[src/rtl/mii_enc_pkg.sv]
package mii_enc_pkg;

    parameter int unsigned LANES_DEF = 8;

    localparam logic [7:0] CH_IDLE  = 8'h07;
    localparam logic [7:0] CH_START = 8'hFB;
    localparam logic [7:0] CH_PRE   = 8'h55;
    localparam logic [7:0] CH_SFD   = 8'hD5;
    localparam logic [7:0] CH_TERM  = 8'hFD;
    localparam logic [7:0] CH_ERR   = 8'hFE;

    typedef enum logic [1:0] {
        ST_IDLE,
        ST_DATA,
        ST_TERM,
        ST_GAP
    } enc_state_e;

    typedef enum logic [2:0] {
        WK_IDLE,
        WK_START,
        WK_DATA,
        WK_DATA_TERM,
        WK_TERM,
        WK_ERROR
    } word_kind_e;

    typedef struct packed {
        logic       ctl;
        logic [7:0] dat;
    } mii_lane_t;

    function automatic mii_lane_t ctl_lane(input logic [7:0] ch);
        mii_lane_t l;
        l.ctl = 1'b1;
        l.dat = ch;
        return l;
    endfunction

    function automatic mii_lane_t data_lane(input logic [7:0] b);
        mii_lane_t l;
        l.ctl = 1'b0;
        l.dat = b;
        return l;
    endfunction

endpackage

[src/rtl/mii_enc_freeze.sv]
module mii_enc_freeze (
    input  logic clk,
    input  logic rst,
    input  logic pcs_valid,
    input  logic pcs_am,
    output logic freeze,
    output logic advance
);
    logic pause_now;
    logic pause_q;

    assign pause_now = !pcs_valid || pcs_am;

    always_ff @(posedge clk) begin
        if (rst) pause_q <= 1'b0;
        else     pause_q <= pause_now;
    end

    assign freeze  = pause_now || pause_q;
    assign advance = !freeze;


    trailing_hold_chk: assert property (@(posedge clk) disable iff (rst)
        pause_now |=> freeze);

endmodule

[src/rtl/mii_enc_seq.sv]
module mii_enc_seq
    import mii_enc_pkg::*;
#(
    parameter int unsigned LANES = LANES_DEF,
    parameter int unsigned NBW   = $clog2(LANES + 1)
) (
    input  logic             clk,
    input  logic             rst,
    input  logic             advance,
    input  logic             s_valid,
    input  logic             s_last,
    input  logic [NBW-1:0]   s_nbytes,
    output logic             s_ready,
    output word_kind_e       kind,
    output enc_state_e       state
);
    enc_state_e nxt;
    logic       full_last;

    assign full_last = (s_nbytes == '0) || (s_nbytes >= NBW'(LANES));

    always_comb begin
        nxt     = state;
        kind    = WK_IDLE;
        s_ready = 1'b0;
        unique case (state)
            ST_IDLE: begin
                if (s_valid) begin
                    kind = WK_START;
                    nxt  = ST_DATA;
                end
            end
            ST_DATA: begin
                s_ready = advance;
                if (!s_valid) begin
                    kind = WK_ERROR;
                end else if (!s_last) begin
                    kind = WK_DATA;
                end else if (full_last) begin
                    kind = WK_DATA;
                    nxt  = ST_TERM;
                end else begin
                    kind = WK_DATA_TERM;
                    nxt  = ST_GAP;
                end
            end
            ST_TERM: begin
                kind = WK_TERM;
                nxt  = ST_GAP;
            end
            ST_GAP: begin
                kind = WK_IDLE;
                nxt  = ST_IDLE;
            end
            default: nxt = ST_IDLE;
        endcase
    end

    always_ff @(posedge clk) begin
        if (rst)          state <= ST_IDLE;
        else if (advance) state <= nxt;
    end


    last_closes_chk: assert property (@(posedge clk) disable iff (rst)
        (s_valid && s_ready && s_last) |=> (state == ST_TERM || state == ST_GAP));


    pause_holds_state_chk: assert property (@(posedge clk) disable iff (rst)
        !advance |=> $stable(state));

endmodule

[src/rtl/mii_enc_build.sv]
module mii_enc_build
    import mii_enc_pkg::*;
#(
    parameter int unsigned LANES = LANES_DEF,
    parameter int unsigned NBW   = $clog2(LANES + 1),
    localparam int unsigned DW   = LANES * 8
) (
    input  word_kind_e                  kind,
    input  logic [DW-1:0]               s_data,
    input  logic [NBW-1:0]              s_nbytes,
    output mii_lane_t [LANES-1:0]       word
);
    for (genvar i = 0; i < LANES; i++) begin : g_lane
        always_comb begin
            unique case (kind)
                WK_START: begin
                    if (i == 0)              word[i] = ctl_lane(CH_START);
                    else if (i == LANES - 1) word[i] = data_lane(CH_SFD);
                    else                     word[i] = data_lane(CH_PRE);
                end
                WK_DATA:  word[i] = data_lane(s_data[i*8 +: 8]);
                WK_DATA_TERM: begin
                    if (NBW'(i) < s_nbytes)       word[i] = data_lane(s_data[i*8 +: 8]);
                    else if (NBW'(i) == s_nbytes) word[i] = ctl_lane(CH_TERM);
                    else                          word[i] = ctl_lane(CH_IDLE);
                end
                WK_TERM: begin
                    if (i == 0) word[i] = ctl_lane(CH_TERM);
                    else        word[i] = ctl_lane(CH_IDLE);
                end
                WK_ERROR: word[i] = ctl_lane(CH_ERR);
                default:  word[i] = ctl_lane(CH_IDLE);
            endcase
        end
    end

endmodule

[src/rtl/mii_tx_frame_enc.sv]
module mii_tx_frame_enc
    import mii_enc_pkg::*;
#(
    parameter  int unsigned LANES = LANES_DEF,
    localparam int unsigned DW    = LANES * 8,
    localparam int unsigned NBW   = $clog2(LANES + 1)
) (
    input  logic            clk,
    input  logic            rst,
    input  logic            s_valid,
    output logic            s_ready,
    input  logic [DW-1:0]   s_data,
    input  logic            s_last,
    input  logic [NBW-1:0]  s_nbytes,
    input  logic            pcs_valid,
    input  logic            pcs_am,
    output logic [DW-1:0]   tx_d,
    output logic [LANES-1:0] tx_c
);
    localparam logic [LANES-1:0] START_CTL = {{(LANES-1){1'b0}}, 1'b1};

    logic                   freeze;
    logic                   advance;
    word_kind_e             kind;
    enc_state_e             state;
    mii_lane_t [LANES-1:0]  word;
    mii_lane_t [LANES-1:0]  out_q;

    mii_enc_freeze u_freeze (
        .clk       (clk),
        .rst       (rst),
        .pcs_valid (pcs_valid),
        .pcs_am    (pcs_am),
        .freeze    (freeze),
        .advance   (advance)
    );

    mii_enc_seq #(.LANES(LANES), .NBW(NBW)) u_seq (
        .clk      (clk),
        .rst      (rst),
        .advance  (advance),
        .s_valid  (s_valid),
        .s_last   (s_last),
        .s_nbytes (s_nbytes),
        .s_ready  (s_ready),
        .kind     (kind),
        .state    (state)
    );

    mii_enc_build #(.LANES(LANES), .NBW(NBW)) u_build (
        .kind     (kind),
        .s_data   (s_data),
        .s_nbytes (s_nbytes),
        .word     (word)
    );

    always_ff @(posedge clk) begin
        if (rst) begin
            for (int i = 0; i < LANES; i++) out_q[i] <= ctl_lane(CH_IDLE);
        end else if (advance) begin
            out_q <= word;
        end
    end

    for (genvar i = 0; i < LANES; i++) begin : g_out
        assign tx_d[i*8 +: 8] = out_q[i].dat;
        assign tx_c[i]        = out_q[i].ctl;
    end


    frozen_output_chk: assert property (@(posedge clk) disable iff (rst)
        freeze |=> ($stable(tx_d) && $stable(tx_c)));


    start_word_chk: assert property (@(posedge clk) disable iff (rst)
        (state == ST_IDLE && s_valid && advance) |=>
        (tx_c == START_CTL && tx_d[7:0] == CH_START && tx_d[DW-1 -: 8] == CH_SFD));


    payload_word_chk: assert property (@(posedge clk) disable iff (rst)
        (state == ST_DATA && s_valid && !s_last && advance) |=>
        (tx_c == '0 && tx_d == $past(s_data)));


    spill_term_chk: assert property (@(posedge clk) disable iff (rst)
        (state == ST_TERM && advance) |=> (tx_c == '1 && tx_d[7:0] == CH_TERM));


    gap_idle_chk: assert property (@(posedge clk) disable iff (rst)
        (state == ST_GAP && advance) |=> (tx_c == '1 && tx_d == {LANES{CH_IDLE}}));


    underrun_err_chk: assert property (@(posedge clk) disable iff (rst)
        (state == ST_DATA && !s_valid && advance) |=> (tx_c == '1 && tx_d[7:0] == CH_ERR));

endmodule

[config.mk]
export PLATFORM = sky130hd
export DESIGN_NAME = mii_tx_frame_enc
export DESIGN_NICKNAME = d
export VERILOG_FILES = /design/src/rtl/mii_enc_pkg.sv /design/src/rtl/mii_enc_freeze.sv /design/src/rtl/mii_enc_seq.sv /design/src/rtl/mii_enc_build.sv /design/src/rtl/mii_tx_frame_enc.sv
export SDC_FILE = /design/constraint.sdc
export NUM_CORES = 1
export LEC_CHECK = 0
export BUFFER_PORTS_ARGS = -buffer_cell sky130_fd_sc_hd__buf_2
export CAP_MARGIN = 25
export CORE_ASPECT_RATIO = 1.4
export CORE_UTILIZATION = 45
export CTS_CLUSTER_SIZE = 14
export DETAILED_ROUTE_END_ITERATION = 12
export PLACE_DENSITY = 0.85
export SETUP_SLACK_MARGIN = 0.05
export SLEW_MARGIN = 20
export SYNTH_ARGS = -nofsm -noshare
export SYNTH_HDL_FRONTEND = slang
export SYNTH_HIERARCHICAL = 1
export SYNTH_SLANG_ARGS = --single-unit
[constraint.sdc]
create_clock -name clk -period 2.4 [get_ports clk]
set_input_delay 0 -clock clk [delete_from_list [all_inputs] [get_ports clk]]
set_output_delay 0 -clock clk [all_outputs]
set_load 0.02 [all_outputs]
==> results of run 1 <==
## registers in the layout (all words and copies together), names as in the netlist
register          count
tx_d                 64
u_freeze/pause_q      1
tx_c                  8
u_seq/state           2
## worst max path at each step
stage | to | startpoint
2_1_floorplan | tx_d[11]$_SDFFE_PP0P_ | u_seq/state[0]$_SDFFE_PP0P_
3_3_place_gp | tx_d[23]$_SDFFE_PP0P_ | u_seq/state[0]$_SDFFE_PP0P_
3_5_place_dp | tx_d[23]$_SDFFE_PP0P_ | u_seq/state[0]$_SDFFE_PP0P_
4_1_cts | tx_d[23]$_SDFFE_PP0P_ | u_seq/state[0]$_SDFFE_PP0P_
5_1_grt | tx_d[30]$_SDFFE_PP0P_ | u_seq/state[1]$_SDFFE_PP0P_
6_report | tx_d[40]$_SDFFE_PP1P_ | u_seq/state[1]$_SDFFE_PP0P_
## metrics by stage
| stage | cells | util [%] | area, um^2 | TNS, ns |
|---|---|---|---|---|
| 5_1_grt | 746 | 65.8 | 5660 | -0.697 |
| 3_5_place_dp | 709 | 58.0 | 4990 | -0.458 |
| 6_report | 746 | 65.8 | 5660 | 0 |
| 2_1_floorplan | 460 | - | 4040 | 0 |
| 3_3_place_gp | 709 | 58.0 | 4990 | 0 |
| 4_1_cts | 740 | 63.6 | 5470 | 0 |
## layout make-up
cell class	instances	area [um^2]	area share, %
multi-input cells	336	2400	42.5
flip-flops and latches	75	1500	26.6
repair buffers	204	1270	22.4
clock buffers	12	267	4.71
well taps	105	131	2.32
clock inverters	4	47.5	0.840
inverters	10	38.8	0.685
## metal layers
metal / routed length [um] / share of wire (%)
met1: 5100 / 38
met2: 6550 / 49
met3: 1060 / 7.9
met4: 687 / 5.1
met5: 0 / 0
## power by group
part	internal, mW	switching [mW]	total (mW)	leakage (nW)
Sequential	1.29	0.0240	1.32	0.613
Clock	0.886	0.512	1.40	0.155
Combinational	0.258	0.331	0.589	1.68
## critical path: stages, from the launching register on
cell and delay [ns]:
dfxtp_2 0.32, inv_2 0.08, ha_4 0.16, nor3b_4 0.24, a21oi_2 0.10, o21ai_2 0.18, buf_6 0.15, buf_6 0.15
nand3b_1 0.15, buf_6 0.17, buf_4 0.15, o21a_1 0.12, a211o_1 0.29
## repair_timing
action / 4_1_cts / 5_1_grt
setup buffers: 5 / 5
endpoints found under the hold margin: 9 / 0
pin swaps: 4 / 18
endpoints found under the setup margin: 39 / 70
gates resized for setup: 6 / 44
hold buffers: 10 / 0
gates cloned: 0 / 1
==> metrics, run 1 <==
DPL Wire Length=8990 um; Hold WS=around 0.020 ns; die width=81.8 um; DR vias/cell=about 5.9; commonest non-fill, non-tap cell in the layout=buf_2; cell count after synthesis=460; reg2reg setup slack=approximately 0.013 ns; chip height=approximately 110 um; Lkg Pwr=2.44 nW; Crit. End Element=flip-flop; FP Rows=40; # clock sinks=75; htree depth=3; overall routed net length=about 13000 um; largest net degree at the start of global routing=between 70 and 80; root buffer cell=clkbuf_16; Initial Util=a little under half; nets@finish=approximately 700; I/O pin total=roughly 150; max cap viols=0; Syn Area/Cell=~8.7 um^2; post-synthesis cell area=roughly 4000 um^2; # setup viols final=0; met1 usage=33.2%; gpl congestion=a little under 1; setup ws final=between 0.01 and 0.015 ns; Critical R2R Launch=u_seq/state[1]$_SDFFE_PP0P_; Fillers=around 650; Net Count, Synth=538; Remaining DRCs=0; cells on worst reg2reg path=12; via count=4385; most frequent cells in the layout=147 x buf_2, 73 x dfxtp_1, 51 x nor2_1, 41 x mux2i_1, 35 x buf_4; initial antenna violation count=0; ant diodes=0; port buffer count=about 150; unrepaired setup endpoints after global routing=yes; CTS tree=done; met2 usage=44.1%; Final Total Pwr=between 3 and 4 mW; Longest Clk Path Bufs=2; DRT iter0 DRCs=roughly 440; peak fanout along the critical path=11; HP Start=s_data[45]; Critical Path RT=between 2 and 3 ns; Core ar.=approximately 8600 um^2; DP Worst Slack=-0.144 ns; met3 Use GR=about 5.2%; Clk Latency, worst-skew pair=about 0.33 ns; skew final=~0.0064 ns; Data arrival, critical path=around 2.6 ns; Clock transition at path regs=~0.06 ns; layout cells sized above 1=about two fifths; Num CTS Buffers=9; Fmax=about 420 MHz; VDD IR max=0.381 mV; total gr overflow=0; Hold WC Path Type=in -> reg; 1st-pass router iterations=8; GRT Util Overall=around 28%; Crit Reg-Reg Endpoint=tx_d[40]$_SDFFE_PP1P_; wire per inst=18.0 um; hold violation total from the final report=0; Cell Pwr Density=between 500 and 600 nW/um^2; post-route ant nets=0; Slew @ Worst Pin=between 0.8 and 0.9 ns; fin crit period=2.39 ns; gr busiest metal=met2; kind of critical path=reg -> reg; Tcrit/Tclk final=99.5%; Syn. warnings=6; Worst setup SP type=flip-flop; die area=around 9300 um^2; vias in the first global route=about 4100; first-pass GRT wire length=19600 um; status=complete, no violations; slew margin rel.=between 40 and 50%; Worst Hold End=tx_d[45]$_SDFFE_PP0P_; Max Slew Vio Count=0; hold-critical path depth=4; area grow syn2layout=40.9%
(Power assumes the default switching activity.)
==> run 2, diff against run 1 <==
--- a/config.mk
+++ b/config.mk
@@ -8,10 +8,11 @@
 export BUFFER_PORTS_ARGS = -buffer_cell sky130_fd_sc_hd__buf_2
 export CAP_MARGIN = 25
 export CORE_ASPECT_RATIO = 1.4
-export CORE_UTILIZATION = 45
+export CORE_UTILIZATION = 50
 export CTS_CLUSTER_SIZE = 14
 export DETAILED_ROUTE_END_ITERATION = 12
-export PLACE_DENSITY = 0.85
+export PLACE_DENSITY = 0.89
+export REMOVE_ABC_BUFFERS = 1
 export SETUP_SLACK_MARGIN = 0.05
 export SLEW_MARGIN = 20
 export SYNTH_ARGS = -nofsm -noshare
==> constraint.sdc (replaced) <==
create_clock -name clk -period 2.7 [get_ports clk]
set_input_delay 0 -clock clk [delete_from_list [all_inputs] [get_ports clk]]
set_output_delay 0 -clock clk [all_outputs]
set_load 0.02 [all_outputs]
==> run 2 against run 1 <==
Effect of this change: via count fell by 5.2%; sequential cell count unchanged; total power decreased by 29%; die area shrank 9.8%; register-to-register slack improved by 0.09 ns; critical path type unchanged; fmax decreased by 8.0%; final cell count fell by 2.8%; clock power down 51%; combinational power is 19% lower; sequential share of layout area is 2.1 points higher; routed wire length down 11%; setup slack better by 0.093 ns.
==> metrics, run 2 (same netlist as run 1, synthesis figures left out) <==
status=complete, no violations; Data arrival, critical path=2.84 ns; CTS tree=done; chip height=roughly 110 um; # clock sinks=75; port buffer count=146; unrepaired setup endpoints after global routing=yes; VDD IR max=approximately 0.3 mV; DR vias/cell=~5.7; Remaining DRCs=0; FP Rows=38; gpl congestion=0.904; nets@finish=702; kind of critical path=reg -> reg; Clock transition at path regs=approximately 0.070 ns; layout cells sized above 1=roughly 33%; slew margin rel.=69.8%; Largest delay share family, worst path=simple AND/OR/NAND/NOR gates; root buffer cell=clkbuf_8; initial antenna violation count=0; max cap viols=0; max FFs per register=64; Num CTS Buffers=9; skew final=about 0.0077 ns; Core ar.=a little under 8000 um^2; area grow syn2layout=30.2%; Critical Path, Cell by Cell=inv_1 -> ha_2 -> nor3b_2 -> a21oi_1 -> o21ai_2 -> or4b_4 -> a311o_1 -> mux2i_2 -> nor2_1; Crit. End Element=flip-flop; # setup viols final=0; Clk Latency, worst-skew pair=between 0.3 and 0.4 ns; most frequent cells in the layout=146 x buf_2, 75 x dfxtp_1, 53 x nor2_1, 40 x mux2i_1, 35 x nor2b_1; fin crit period=about 2.6 ns; Fmax=about 390 MHz; I/O pin total=about 150; Buf+Inv Stages, Crit Path=1; Tcrit/Tclk final=a little over nine tenths; Fillers=around 630; Cell Pwr Density=approximately 450 nW/um^2; wire per inst=16.4 um; hold-critical path depth=2; fin util=67.5%; Crit path depth=9; Lkg Pwr=approximately 2.3 nW; Worst setup SP type=flip-flop; total gr overflow=0; ant diodes=0; Critical Path Max Stage Delay=~0.58 ns; Hold WC Path Type=in -> reg; DRT iter0 DRCs=~230; hold violation total from the final report=0; CP max-delay cell=or4b_4; DPL Wire Length=roughly 8500 um; largest net degree at the start of global routing=58; Final Total Pwr=~2.3 mW; cells on worst reg2reg path=9; Longest Clk Path Bufs=2; Slew @ Worst Pin=0.453 ns; die width=a little under 80 um; commonest non-fill, non-tap cell in the layout=buf_2; post-route ant nets=0; Hold WS=about 0.0056 ns; vias in the first global route=roughly 4000; Initial Util=51.8%; htree depth=3; via count=4159; overall routed net length=around 12000 um; die area=roughly 8400 um^2; Max Slew Vio Count=0; GRT Util Overall=around 28%; peak fanout along the critical path=9; Critical Path RT=approximately 2.9 ns; 1st-pass router iterations=4; first-pass GRT wire length=~19000 um
## run 2: final cells by class
| class | count | area, um^2 | share of cell area, % |
|---|---|---|---|
| flip-flops and latches | 75 | 1500 | 28.7 |
| multi-input cells | 336 | 2290 | 43.8 |
| clock inverters | 1 | 5.00 | 0.0957 |
| inverters | 10 | 38.8 | 0.742 |
| well taps | 100 | 125 | 2.39 |
| clock buffers | 11 | 131 | 2.51 |
| repair buffers | 192 | 1130 | 21.7 |
## run 2: repair_timing
item,in CTS,in global routing
setup endpoints to repair,28,39
gates cloned,0,0
buffers inserted,0,1
hold endpoints to repair,16,0
resized for setup,3,11
pin swaps,0,1
hold buffers,17,0
## run 2: per-stage QoR
step	instance area, um^2	std cells	setup slack, ns	setup TNS, ns
2_1_floorplan	3780	421	-1.14	-48.09
3_3_place_gp	4840	694	0.124	0
3_5_place_dp	4840	694	-0.0651	-0.337
4_1_cts	5160	723	0.0346	0
5_1_grt	5230	725	0.00158	0
6_report	5230	725	0.105	0
## run 2: final timing paths
kind | startpoint | end | slack, ns
setup reg to reg | u_seq/state[1]$_SDFFE_PP0P_ | tx_d[13]$_SDFFE_PP0P_ | 0.11
hold reg to reg | tx_d[59]$_SDFFE_PP0P_ | tx_d[59]$_SDFFE_PP0P_ | 0.50
hold / removal | rst | tx_d[31]$_SDFFE_PP0P_ | 0.006
setup / recovery | u_seq/state[1]$_SDFFE_PP0P_ | tx_d[13]$_SDFFE_PP0P_ | 0.11
## run 2: per-layer routing
metal / global-route usage [%] / up-vias / part of all wire, %
met2: 49.7 / 163 / 52
met3: 5.15 / 44 / 4.5
met5: 0 / - / 0
met4: 15.9 / 0 / 4.2
li1: - / 1977 / -
met1: 32.5 / 1975 / 40
## run 2: report_power, final
group / switching [mW] / internal, mW
Sequential: 0.0211 / 1.15
Clock: 0.374 / 0.312
Combinational: 0.266 / 0.211
Total: 0.661 / 1.67
==> run 3, diff against run 2 <==
--- a/config.mk
+++ b/config.mk
@@ -7,7 +7,6 @@
 export LEC_CHECK = 0
 export BUFFER_PORTS_ARGS = -buffer_cell sky130_fd_sc_hd__buf_2
 export CAP_MARGIN = 25
-export CORE_ASPECT_RATIO = 1.4
 export CORE_UTILIZATION = 50
 export CTS_CLUSTER_SIZE = 14
 export DETAILED_ROUTE_END_ITERATION = 12
==> run 3 against run 2 <==
Effect of this change: worst hold slack improved by 0.0067 ns; clock skew rose by 0.00098 ns; sequential power about the same; sequential share of layout area is 0.12 points higher; first-iteration DRC count grew 44%; final cell count shrank 0.14%; critical path type unchanged; largest cell class unchanged; highest routed layer unchanged.
==> metrics, run 3 (same netlist as run 1, synthesis figures left out) <==
status=complete, no violations; DR vias/cell=around 5.7; area grow syn2layout=29.8%; 1st-pass router iterations=5; first-pass GRT wire length=about 19000 um; slew margin rel.=between 30% and 40%; wire per inst=around 16 um; CTS tree=done; unrepaired setup endpoints after global routing=no; max cap viols=0; port buffer count=between 100 and 150; Num CTS Buffers=9; skew final=around 0.0087 ns; chip height=between 90 and 100 um; root buffer cell=clkbuf_8; Clock transition at path regs=0.08 ns; via count=4119; max FFs per register=64; met3 WL=between 800 and 900 um; Clk Latency, worst-skew pair=around 0.34 ns; CP max-delay cell=or4b_4; hold violation total from the final report=0; Cell Pwr Density=between 400 and 500 nW/um^2; largest net degree at the start of global routing=53; Crit. End Element=flip-flop; I/O pin total=approximately 150; Data arrival, critical path=around 2.7 ns; vias in the first global route=3899; overall routed net length=about 12000 um; Hold WC Path Type=in -> reg; FP Rows=32; total gr overflow=0; commonest non-fill, non-tap cell in the layout=buf_2; initial antenna violation count=0; layout cells sized above 1=33.0%; most frequent cells in the layout=146 x buf_2, 74 x dfxtp_1, 53 x nor2_1, 41 x mux2i_1, 35 x nor2b_1; clock share of power=a little over a third; peak fanout along the critical path=13; fin util=around 67%; post-route ant nets=0; sw power=705 uW; WL met2=between 5000 and 6000 um; Fmax=393 MHz; Pint=roughly 1.8 mW; Final Total Pwr=approximately 2.5 mW; Logic pwr share=a little under a fifth; Critical Path, Cell by Cell=inv_2 -> ha_4 -> nor3b_4 -> a21oi_1 -> o21ai_1 -> buf_6 -> or4b_4 -> a311o_1 -> mux2i_1 -> nor2_1; Lkg Pwr=roughly 2.2 nW; Core ar.=between 7000 and 8000 um^2; Slew @ Worst Pin=0.963 ns; Critical Path Max Stage Delay=0.53 ns; Seq pwr share=46.3%; die area=about 8400 um^2; # clock sinks=75; # setup viols final=0; gpl congestion=around 0.85; Remaining DRCs=0; top sig layer=met4; fin crit period=between 2 and 3 ns; kind of critical path=reg -> reg; GRT Util Overall=27.7%; switch share=between 20% and 30%; DRT iter0 DRCs=335; VDD IR max=~0.31 mV; Critical Path RT=between 2 and 3 ns; htree depth=3; Worst setup SP type=flip-flop; Initial Util=slightly above 50%; Longest Clk Path Bufs=2; WL met1=approximately 5000 um; die width=91.6 um; nets@finish=695; DPL Wire Length=about 8000 um; Max Slew Vio Count=0; Tcrit/Tclk final=between 90% and 100%
-- run 3: changes by cell type in the layout (fill, tap and decap cells not counted), moves of 2 or more --
cell	previous run	this run
a21oi_1	12	14
a21oi_2	2	0
buf_4	27	25
clkbuf_1	2	0
clkbuf_8	9	11
clkinvlp_4	0	2
dlygate4sd3_1	17	13
nor3b_2	4	2
-- run 3: power groups by stage --
stage,logic [mW],registers [mW],clock network (mW)
after detailed placement,0.433,1.19,0
after CTS,0.453,1.17,0.901
after global routing,0.506,1.17,0.943
final,0.470,1.17,0.889
after floorplan,0.206,1.24,0
after global placement,0.422,1.19,0
-- run 3: cell type report --
class                   instances  area [um^2]
clock inverters                 4         50.0
repair buffers                185         1060
clock buffers                  11          151
flip-flops and latches         75         1500
well taps                     102          128
inverters                      10         37.5
multi-input cells             336         2280
diodes                          1         2.50
fillers                       633         2560
-- run 3: critical path: cells and delay by family, from the launching register on --
| family | cells | cell delay (ns) |
|---|---|---|
| multiplexers | 1 | 0.17 |
| AO/OA/AOI/OAI | 3 | 0.64 |
| flip-flops | 1 | 0.33 |
| adder cells (fa/ha/maj) | 1 | 0.16 |
| AND/OR/NAND/NOR | 3 | 0.81 |
| buffers and inverters | 2 | 0.26 |
-- run 3: metrics by stage --
| step | hold slack (ns) | setup TNS (ns) | area, um^2 | setup WS (ns) | std cells |
|---|---|---|---|---|---|
| floorplan | 0.0691 | -48.09 | 3780 | -1.14 | 421 |
| global placement | 0.196 | 0 | 4810 | 0.111 | 691 |
| detailed placement | 0.202 | -0.461 | 4810 | -0.109 | 691 |
| CTS | 0.00139 | 0 | 5160 | 0.0522 | 720 |
| global route | 0.0210 | 0 | 5210 | 0.0511 | 723 |
| finish | 0.0123 | 0 | 5210 | 0.155 | 724 |
-- run 3: routing by layer --
layer / vias to the layer above / GRT usage, %
li1: 1959 / -
met1: 1950 / 34.2
met2: 191 / 47.7
met3: 19 / 5.31
met4: 0 / 10.3
met5: - / 0
-- run 3: path summary, 6_finish.rpt --
path                                from               endpoint  slack [ns]  cells after the start
max          u_seq/state[1]$_SDFFE_PP0P_  tx_d[13]$_SDFFE_PP0P_        0.15                     10
min                           s_data[24]  tx_d[24]$_SDFFE_PP1P_        0.01                      3
max reg2reg  u_seq/state[1]$_SDFFE_PP0P_  tx_d[13]$_SDFFE_PP0P_        0.15                     10
min reg2reg        tx_d[62]$_SDFFE_PP0P_  tx_d[62]$_SDFFE_PP0P_        0.49                      2
-- run 3: timing repair --
action / CTS / global route
hold buffers: 13 / 0
gates resized for setup: 3 / 8
setup endpoints to repair: 17 / 29
hold endpoints to repair: 12 / 0
setup buffers: 1 / 3
